### src/rtl/busdom_pkg.sv
package busdom_pkg;
  localparam int IRQ_N     = 3;
  localparam int IRQ_WAKE  = 0;
  localparam int IRQ_FAULT = 1;
  localparam int IRQ_TSD   = 2;
  localparam int CTRL_W    = 3;
  localparam int CTRL_WEN  = 0;
  localparam int CTRL_FEN  = 1;
  localparam int CTRL_SLV  = 2;

  typedef enum logic [3:0] {
    A_CTRL = 4'd0,
    A_WLIM = 4'd1,
    A_FLIM = 4'd2,
    A_WCNT = 4'd3,
    A_FCNT = 4'd4,
    A_STAT = 4'd5,
    A_SET  = 4'd6,
    A_MASK = 4'd7,
    A_MSKD = 4'd8
  } reg_addr_e;
endpackage

### src/rtl/busdom_sync.sv
module busdom_sync #(
  parameter int W = 1,
  parameter int STAGES = 2,
  parameter logic [W-1:0] RST_VAL = '0
) (
  input  logic         clk,
  input  logic         rst,
  input  logic [W-1:0] d,
  output logic [W-1:0] q
);
  generate
    if (STAGES == 1) begin : g_single
      logic [W-1:0] s_q;
      always_ff @(posedge clk) begin
        if (rst) s_q <= RST_VAL;
        else     s_q <= d;
      end
      assign q = s_q;
    end else begin : g_chain
      logic [STAGES-1:0][W-1:0] chain_q;
      always_ff @(posedge clk) begin
        if (rst) chain_q <= {STAGES{RST_VAL}};
        else     chain_q <= {chain_q[STAGES-2:0], d};
      end
      assign q = chain_q[STAGES-1];
    end
  endgenerate
endmodule

### src/rtl/busdom_timer.sv
module busdom_timer #(
  parameter int CNT_W = 16
) (
  input  logic             clk,
  input  logic             rst,
  input  logic             en,
  input  logic             dom,
  input  logic [CNT_W-1:0] limit,
  output logic [CNT_W-1:0] count,
  output logic             hit
);
  always_ff @(posedge clk) begin
    if (rst)               count <= '0;
    else if (!en || !dom)  count <= '0;
    else if (count < limit) count <= count + 1'b1;
  end

  assign hit = en && dom && (limit != '0) && (count == limit - 1'b1);

  assert_restart_R4: assert property (@(posedge clk) disable iff (rst)
    $past(!en || !dom) |-> (count == '0));

  assert_hit_count_R3: assert property (@(posedge clk) disable iff (rst)
    hit |=> (count == $past(limit)));

  assert_hold_R3: assert property (@(posedge clk) disable iff (rst)
    (en && dom && (count >= limit)) |=> (count == $past(count)));
endmodule

### src/rtl/busdom_irq.sv
module busdom_irq #(
  parameter int N = 3
) (
  input  logic         clk,
  input  logic         rst,
  input  logic [N-1:0] ev,
  input  logic [N-1:0] set_w,
  input  logic [N-1:0] clr_w,
  input  logic         mask_we,
  input  logic [N-1:0] mask_wd,
  output logic [N-1:0] status,
  output logic [N-1:0] mask,
  output logic         irq
);
  logic [N-1:0] status_d;
  logic [N-1:0] mask_d;

  always_comb begin
    status_d = (status & ~clr_w) | set_w | ev;
    mask_d   = mask_we ? mask_wd : mask;
  end

  always_ff @(posedge clk) begin
    if (rst) begin
      status <= '0;
      mask   <= '0;
      irq    <= 1'b0;
    end else begin
      status <= status_d;
      mask   <= mask_d;
      irq    <= |(status_d & mask_d);
    end
  end

  assert_irq_view_R12: assert property (@(posedge clk) disable iff (rst)
    irq == |(status & mask));

  for (genvar g = 0; g < N; g++) begin : g_bit_chk
    assert_set_wins_R13: assert property (@(posedge clk) disable iff (rst)
      (ev[g] || set_w[g]) |=> status[g]);
    assert_w1c_R10: assert property (@(posedge clk) disable iff (rst)
      (clr_w[g] && !ev[g] && !set_w[g]) |=> !status[g]);
  end
endmodule

### src/rtl/busdom_watch.sv
module busdom_watch
  import busdom_pkg::*;
#(
  parameter int CNT_W = 16,
  parameter int DATA_W = 16,
  parameter int ADDR_W = 4,
  parameter int SYNC_STAGES = 2,
  parameter int CXPI_WAKE_LIMIT = 1
) (
  input  logic              clk,
  input  logic              rst,
  input  logic              bus_rx,
  input  logic              tsd_in,
  input  logic              wr_en,
  input  logic [ADDR_W-1:0] wr_addr,
  input  logic [DATA_W-1:0] wr_data,
  input  logic              rd_en,
  input  logic [ADDR_W-1:0] rd_addr,
  output logic              rd_valid,
  output logic [DATA_W-1:0] rd_data,
  output logic              irq
);
  localparam logic [CNT_W-1:0] SLV_LIM = CNT_W'(CXPI_WAKE_LIMIT);

  logic [CTRL_W-1:0] ctrl_q;
  logic [CNT_W-1:0]  wlim_q, flim_q, wlim_eff;
  logic [CNT_W-1:0]  wcnt, fcnt;
  logic [1:0]        raw_in, sync_out;
  logic              dom, tsd_s, tsd_prev_q, tsd_rise;
  logic              wake_hit, fault_hit;
  logic [IRQ_N-1:0]  events, set_w, clr_w, status, mask;
  logic              mask_we;
  logic [DATA_W-1:0] rd_mux;

  assign raw_in = {tsd_in, bus_rx};

  busdom_sync #(.W(2), .STAGES(SYNC_STAGES), .RST_VAL(2'b01)) u_sync (
    .clk(clk), .rst(rst), .d(raw_in), .q(sync_out)
  );

  assign dom   = !sync_out[0];
  assign tsd_s = sync_out[1];

  always_ff @(posedge clk) begin
    if (rst) tsd_prev_q <= 1'b0;
    else     tsd_prev_q <= tsd_s;
  end
  assign tsd_rise = tsd_s && !tsd_prev_q;

  always_ff @(posedge clk) begin
    if (rst) begin
      ctrl_q <= '0;
      wlim_q <= '0;
      flim_q <= '0;
    end else if (wr_en) begin
      if (wr_addr == ADDR_W'(A_CTRL)) ctrl_q <= wr_data[CTRL_W-1:0];
      if (wr_addr == ADDR_W'(A_WLIM)) wlim_q <= wr_data[CNT_W-1:0];
      if (wr_addr == ADDR_W'(A_FLIM)) flim_q <= wr_data[CNT_W-1:0];
    end
  end

  assign wlim_eff = ctrl_q[CTRL_SLV] ? SLV_LIM : wlim_q;

  busdom_timer #(.CNT_W(CNT_W)) u_wake (
    .clk(clk), .rst(rst), .en(ctrl_q[CTRL_WEN]), .dom(dom),
    .limit(wlim_eff), .count(wcnt), .hit(wake_hit)
  );

  busdom_timer #(.CNT_W(CNT_W)) u_fault (
    .clk(clk), .rst(rst), .en(ctrl_q[CTRL_FEN]), .dom(dom),
    .limit(flim_q), .count(fcnt), .hit(fault_hit)
  );

  always_comb begin
    events = '0;
    events[IRQ_WAKE]  = wake_hit;
    events[IRQ_FAULT] = fault_hit;
    events[IRQ_TSD]   = tsd_rise;
    set_w   = (wr_en && wr_addr == ADDR_W'(A_SET))  ? wr_data[IRQ_N-1:0] : '0;
    clr_w   = (wr_en && wr_addr == ADDR_W'(A_STAT)) ? wr_data[IRQ_N-1:0] : '0;
    mask_we = wr_en && (wr_addr == ADDR_W'(A_MASK));
  end

  busdom_irq #(.N(IRQ_N)) u_irq (
    .clk(clk), .rst(rst), .ev(events), .set_w(set_w), .clr_w(clr_w),
    .mask_we(mask_we), .mask_wd(wr_data[IRQ_N-1:0]),
    .status(status), .mask(mask), .irq(irq)
  );

  always_comb begin
    rd_mux = '0;
    case (rd_addr)
      ADDR_W'(A_CTRL): rd_mux = DATA_W'(ctrl_q);
      ADDR_W'(A_WLIM): rd_mux = DATA_W'(wlim_q);
      ADDR_W'(A_FLIM): rd_mux = DATA_W'(flim_q);
      ADDR_W'(A_WCNT): rd_mux = DATA_W'(wcnt);
      ADDR_W'(A_FCNT): rd_mux = DATA_W'(fcnt);
      ADDR_W'(A_STAT): rd_mux = DATA_W'(status);
      ADDR_W'(A_MASK): rd_mux = DATA_W'(mask);
      ADDR_W'(A_MSKD): rd_mux = DATA_W'(status & mask);
      default:         rd_mux = '0;
    endcase
  end

  always_ff @(posedge clk) begin
    if (rst) begin
      rd_valid <= 1'b0;
      rd_data  <= '0;
    end else begin
      rd_valid <= rd_en;
      if (rd_en) rd_data <= rd_mux;
    end
  end

  assert_slave_fast_R6: assert property (@(posedge clk) disable iff (rst)
    (ctrl_q[CTRL_WEN] && ctrl_q[CTRL_SLV] && dom && wcnt == '0) |-> wake_hit);
endmodule

### config.mk
export PLATFORM = sky130hd
export DESIGN_NAME = busdom_watch
export DESIGN_NICKNAME = d
export VERILOG_FILES = /design/src/rtl/busdom_pkg.sv /design/src/rtl/busdom_sync.sv /design/src/rtl/busdom_timer.sv /design/src/rtl/busdom_irq.sv /design/src/rtl/busdom_watch.sv
export SDC_FILE = /design/constraint.sdc
export NUM_CORES = 1
export LEC_CHECK = 0
export BUFFER_PORTS_ARGS = -buffer_cell sky130_fd_sc_hd__buf_4
export CAP_MARGIN = 5
export CORE_MARGIN = 2
export CORE_UTILIZATION = 58
export DETAILED_ROUTE_END_ITERATION = 7
export GPL_TIMING_DRIVEN = 0
export PLACE_DENSITY = 0.77
export SYNTH_ARGS = -nofsm -noshare
export SYNTH_HDL_FRONTEND = slang
export SYNTH_SLANG_ARGS = --single-unit
### constraint.sdc
create_clock -name clk -period 4.3 [get_ports clk]
set_clock_uncertainty 0.2 [all_clocks]
set_input_delay 0.215 -clock clk [delete_from_list [all_inputs] [get_ports clk]]
set_output_delay 0.215 -clock clk [all_outputs]
set_load 0.005 [all_outputs]
==> summary.txt, run 1 <==
Status - complete, no violations
Worst slew pin tran - 1.11 ns
Congestion Overflow GR - 0
Total clock sinks - 96
Finished Cell Area - 7320 sq um
Initial DRC count - 650
RSZ-0062 raised after global routing - no
First-pass GRT wire length - 31100 um
Slew HR - 0.252
CTS buffer count - 9
1st-pass router iterations - 5
Post-detail-place hpwl - 14900 um
Boundary pin count - 48
DR vias/cell - 6.22
CP Max Fanout - 10
VDD IR-drop max - 0.208 mV
Fmax - 246 MHz
Yosys top cell by area - dfxtp_1
Final net count - 963
Most area-consuming cells after synthesis - dfxtp_1 30%, ha_1 7.2%, nand2_1 5.8%, nor2_1 5.5%, a21oi_1 5.4%
GP Congestion - 0.938
CP startpoint kind - flip-flop
CTS Buffer Depth - 2
Avg Cell Area, Syn - 7.80 sq um
Pin count of the biggest net entering global routing - 17
Slew Limit Fails - 0
Post-Route Setup TNS - 0 ns
WL per Instance - 18.7 um
Synthesized cell area - 6390 sq um
GRT Overall Usage - 0.340
Crit Path Class - flip-flop to flip-flop
Yosys top cell area share - 0.301
Synthesized flop and latch total - 96
Pwr dens - 243 nW/um^2
Leakage - 2.88 nW
Reg2reg end - u_wake.count[9]
Ys flop type - dfxtp_1
CTS tree - built
Chip height - 109 um
ANT nets after route - 0
Number of synthesized flops with an enable pin - 0
Antenna Cells - 0
Latest clock arrival within the worst-skew pair - 0.38 ns
R2r setup slk - 0.24 ns
Worst EP arrival - 4.19 ns
Synth unique cells - 67
Vias in the first global route - 5998
Setup bufs post-CTS - 0
CTS HTree Levels - 3
Tmin final - 4.06 ns
Hold Path Class - input port to flip-flop
Placed inst area - 6910 sq um
Chip width - 109 um
Warnings from Yosys - 0
Post-synth top cells - 98 x nand2_1, 96 x dfxtp_1, 94 x nor2_1, 69 x a21oi_1, 41 x clkbuf_1
CTS root buf - clkbuf_8
Synth Instances - 820
Syn nets - 887
Sequential power share - 0.508
Clock transition at path regs - 0.10 ns
Post-route DRC violation count - 0
Most numerous cell in the Yosys netlist - nand2_1
Share of cells above drive strength 1 - 0.0954
Critical path capture point type - flip-flop
Number of port buffers - 45
Sequential element share of the synthesized area - 0.301
Async set-or-reset flop fraction in the synthesized netlist - 0
Core area - 10800 sq um
Logic pwr share - 0.127
Critical Path Sink - u_wake.count[9]
Routed via count - 6476
CP Data Required Time - 4.42 ns
Initial antenna violation count - 0
Initial cell density of the core - 0.592
Int Pwr - 0.00130 W
Rows - 38
Final period util - 0.945
Final setup viols - 0
Final Hold Fails - 0
NetSw - 0.000485 W
Clock power share - 0.365
Final wirelength - 19500 um
Die area - 11900 sq um
Syn-to-layout area delta - 14.5%
R2R cell count - 14
Worst r2r src - ctrl_q[2]
MaxCap Viol Count - 0
Switch share - 0.272
CP startpoint - ctrl_q[2]
==> power by group through the flow <==
stage | registers (W) | clock network [W] | logic (W)
final | 0.000906 | 0.000650 | 0.000226
after global routing | 0.000907 | 0.000682 | 0.000244
after CTS | 0.000905 | 0.000651 | 0.000219
after detailed placement | 0.000926 | 0 | 0.000204
after global placement | 0.000926 | 0 | 0.000200
after floorplan | 0.000923 | 0 | 0.000137
==> worst max-delay path: stages (launching register included) <==
cell	delay, ns
dfxtp_1	0.31
clkbuf_1	0.23
inv_1	0.24
clkbuf_1	0.42
nand2_1	0.22
ha_1	0.24
a21o_1	0.16
a211o_1	0.29
o211ai_1	0.10
a21oi_1	0.11
nor3_1	0.69
buf_2	0.38
nand3_1	0.14
xor2_1	0.16
nor2_1	0.11
==> routing by layer <==
| metal | GRT usage | wire (um) | part of all wire | up-vias |
|---|---|---|---|---|
| li1 | - | - | - | 3083 |
| met1 | 0.468 | 8620 | 0.44 | 3026 |
| met2 | 0.534 | 8600 | 0.44 | 320 |
| met3 | 0.0532 | 1710 | 0.088 | 47 |
| met4 | 0.128 | 574 | 0.029 | 0 |
| met5 | 0 | 0 | 0 | - |
==> cell usage in the layout, fill, tap and decap left out, types with 29 or more instances in the layout <==
cell type  instances
buf_4             47
a22oi_1           29
nor2_1            94
xnor2_1           29
mux2i_1           34
clkbuf_1          41
xor2_1            29
dfxtp_1           96
a21oi_1           69
nand2_1           98
ha_1              37
==> cells by family after synthesis <==
kind of cell | Yosys count | synth area share
AND/OR/NAND/NOR | 334 | 0.259
adder cells (fa/ha/maj) | 37 | 0.0724
buffers and inverters | 80 | 0.0513
flip-flops | 96 | 0.301
XOR/XNOR | 58 | 0.0795
AO/OA/AOI/OAI | 181 | 0.184
multiplexers | 34 | 0.0532
==> worst min-delay path by stage <==
stage	to	startpoint	cells after the start
global route	u_irq.mask[2]	wr_addr[1]	3
finish	u_irq.mask[2]	wr_addr[1]	3
CTS	u_irq.mask[2]	wr_addr[1]	3
detailed placement	u_sync.q[0]	u_sync.g_chain.chain_q[0]	1
global placement	u_sync.q[0]	u_sync.g_chain.chain_q[0]	1
floorplan	u_irq.mask[1]	rst	1
==> sequential cells by signal (all words and copies together) (netlist names) <==
register	count
u_sync.q	2
u_irq.status	3
tsd_prev_q	1
rd_valid	1
u_wake.count	16
rd_data	16
flim_q	16
u_irq.irq	1
u_irq.mask	3
wlim_q	16
u_fault.count	16
u_sync.g_chain.chain_q	2
ctrl_q	3
==> repair_timing <==
item / in CTS / in global routing
endpoints found under the hold margin: 41 / 0
gates resized for setup: 0 / 0
hold buffers: 20 / 0
==> stage by stage <==
step                total power (W)   util  hold WS [ns]  worst slack, ns  std cells
floorplan                   0.00106      -         0.105             1.29        820
global placement            0.00113  0.640         0.196            0.513       1005
detailed placement          0.00113  0.640         0.198            0.439       1005
CTS                         0.00178  0.678        0.0598            0.421       1041
global route                0.00183  0.678        0.0973           0.0660       1041
finish                      0.00178  0.678        0.0701            0.238       1041
==> cell type report <==
| cell class | count | area [sq um] |
|---|---|---|
| clock inverter | 5 | 62.6 |
| timing repair buffer | 65 | 538 |
| inverter | 27 | 101 |
| multi-input combinational | 644 | 4140 |
| tap | 140 | 175 |
| fill | 928 | 3470 |
| sequential | 96 | 1920 |
| buffer | 53 | 226 |
| clock buffer | 11 | 151 |
No activity file was read; power rests on OpenSTA's default activity.
==> run 2, diff against run 1 <==
Settings changed: REMOVE_ABC_BUFFERS set to 1.
==> run 2 against run 1 <==
Compared with the run above: highest routed layer unchanged; register-to-register slack worse by 0.05 ns; power grew 3.6%; critical path type unchanged; combinational power decreased by 6%; critical endpoint is now u_wake.count[13]; flip-flop and latch count unchanged; die area stayed put; final area decreased by 2.1%; sequential power barely moved; utilization shrank 1.4 points.
==> summary.txt, run 2 (same netlist as run 1, synthesis figures left out) <==
Pwr dens - 258 nW/um^2
WL per Instance - 17.8 um
Worst slew pin tran - 1.09 ns
Hold Path Class - input port to flip-flop
Sequential power share - 0.491
Post-route DRC violation count - 0
Initial antenna violation count - 0
Clock transition at path regs - 0.09 ns
Tmin final - 4.11 ns
Finished Layout Cells - 991
CTS buffer count - 9
Slew HR - 0.271
Fmax - 243 MHz
Number of port buffers - 47
CTS HTree Levels - 3
Setup bufs post-CTS - 0
MaxCap Viol Count - 0
RSZ-0062 raised after global routing - no
Crit Path Class - flip-flop to flip-flop
First-pass GRT wire length - 28600 um
CP Max Fanout - 23
Final core occ - 0.664
Congestion Overflow GR - 0
Status - complete, no violations
Worst EP arrival - 4.16 ns
Boundary pin count - 48
Initial cell density of the core - 0.592
CP Data Required Time - 4.35 ns
CTS Buffer Depth - 2
Commonest non-fill, non-tap cell in the layout - nand2_1
CP startpoint kind - flip-flop
Vias in the first global route - 5792
Routed via count - 6219
Total clock sinks - 96
CTS root buf - clkbuf_8
Core area - 10800 sq um
Chip width - 109 um
Leakage - 2.83 nW
NetSw - 0.000456 W
1st-pass router iterations - 6
Final period util - 0.956
Share of cells above drive strength 1 - 0.0999
VDD IR-drop max - 0.193 mV
Final wirelength - 17600 um
Final Hold Fails - 0
GRT Overall Usage - 0.308
Clock power share - 0.394
Syn-to-layout area delta - 12.1%
Critical path capture point type - flip-flop
Logic pwr share - 0.115
Initial DRC count - 404
Rows - 38
Pin count of the biggest net entering global routing - 67
Final setup viols - 0
DR vias/cell - 6.28
Chip height - 109 um
Most frequent cells in the layout - 98 x nand2_1, 96 x dfxtp_1, 94 x nor2_1
Switch share - 0.247
Latest clock arrival within the worst-skew pair - 0.39 ns
Die area - 11900 sq um
Antenna Cells - 0
CTS tree - built
Int Pwr - 0.00139 W
Post-detail-place hpwl - 12800 um
ANT nets after route - 0
GP Congestion - 0.941
Slew Limit Fails - 0
Final net count - 913
Dpl cells - 956
run 2: cell count changes in the layout (fill, tap and decap cells not counted), moves of 2 or more:
cell / change
buf_2: -3
buf_1: -4
buf_6: -2
clkbuf_1: -40
nor3_1: -2
nor3_2: +2
bufinv_16: +2
clkinvlp_4: -2
inv_6: -2
run 2: metal layers:
| metal | vias to the layer above | GRT usage | share of wire |
|---|---|---|---|
| met3 | 50 | 0.0520 | 0.069 |
| met1 | 2930 | 0.394 | 0.43 |
| li1 | 2974 | - | - |
| met4 | 0 | 0.146 | 0.036 |
| met5 | - | 0 | 0 |
| met2 | 265 | 0.502 | 0.46 |
run 2: path summary, 6_finish.rpt:
| check | cells past startpoint | startpoint | endpoint | slack [ns] |
|---|---|---|---|---|
| min reg2reg | 1 | u_sync.g_chain.chain_q[0] | u_sync.q[0] | 0.22 |
| max reg2reg | 11 | ctrl_q[2] | u_wake.count[13] | 0.19 |
| min | 2 | rst | rd_data[3] | 0.13 |
| max | 11 | ctrl_q[2] | u_wake.count[13] | 0.19 |
run 2: power by group through the flow:
stage / logic [W] / registers, W / clock network (W)
finish: 0.000212 / 0.000907 / 0.000727
global route: 0.000230 / 0.000909 / 0.000768
floorplan: 0.000117 / 0.000924 / 0
global placement: 0.000183 / 0.000927 / 0
detailed placement: 0.000193 / 0.000928 / 0
CTS: 0.000209 / 0.000907 / 0.000733
run 2: layout make-up:
type,instances,area (sq um)
clock inverter,5,104
multi-input combinational,644,4170
clock buffer,11,141
inverter,27,101
tap,140,175
timing repair buffer,68,556
fill,902,3630
sequential,96,1920
run 2: worst max-delay path: stages (launching register included):
cell	delay [ns]
dfxtp_1	0.76
inv_1	0.56
nand2_1	0.27
ha_1	0.27
a21o_1	0.19
a211o_1	0.28
o211ai_1	0.09
a21oi_1	0.11
nor3_2	0.80
nand3_1	0.21
xor2_1	0.20
nor2_1	0.05
run 2: repair_timing:
action / in CTS / in global routing
hold buffers: 19 / 0
endpoints found under the hold margin: 39 / 0
gates resized for setup: 0 / 0
run 2: metrics by stage:
stage | setup TNS (ns) | power (W) | hold WS [ns] | setup WS (ns) | instance area, sq um
3_3_place_gp | -0.0515 | 0.00111 | 0.193 | -0.0415 | 6700
6_report | 0 | 0.00185 | 0.134 | 0.190 | 7160
5_1_grt | 0 | 0.00191 | 0.175 | 0.00322 | 7160
2_1_floorplan | 0 | 0.00104 | 0.0817 | 0.714 | 6170
3_5_place_dp | 0 | 0.00112 | 0.204 | 0.371 | 6730
4_1_cts | 0 | 0.00185 | 0.140 | 0.349 | 7160
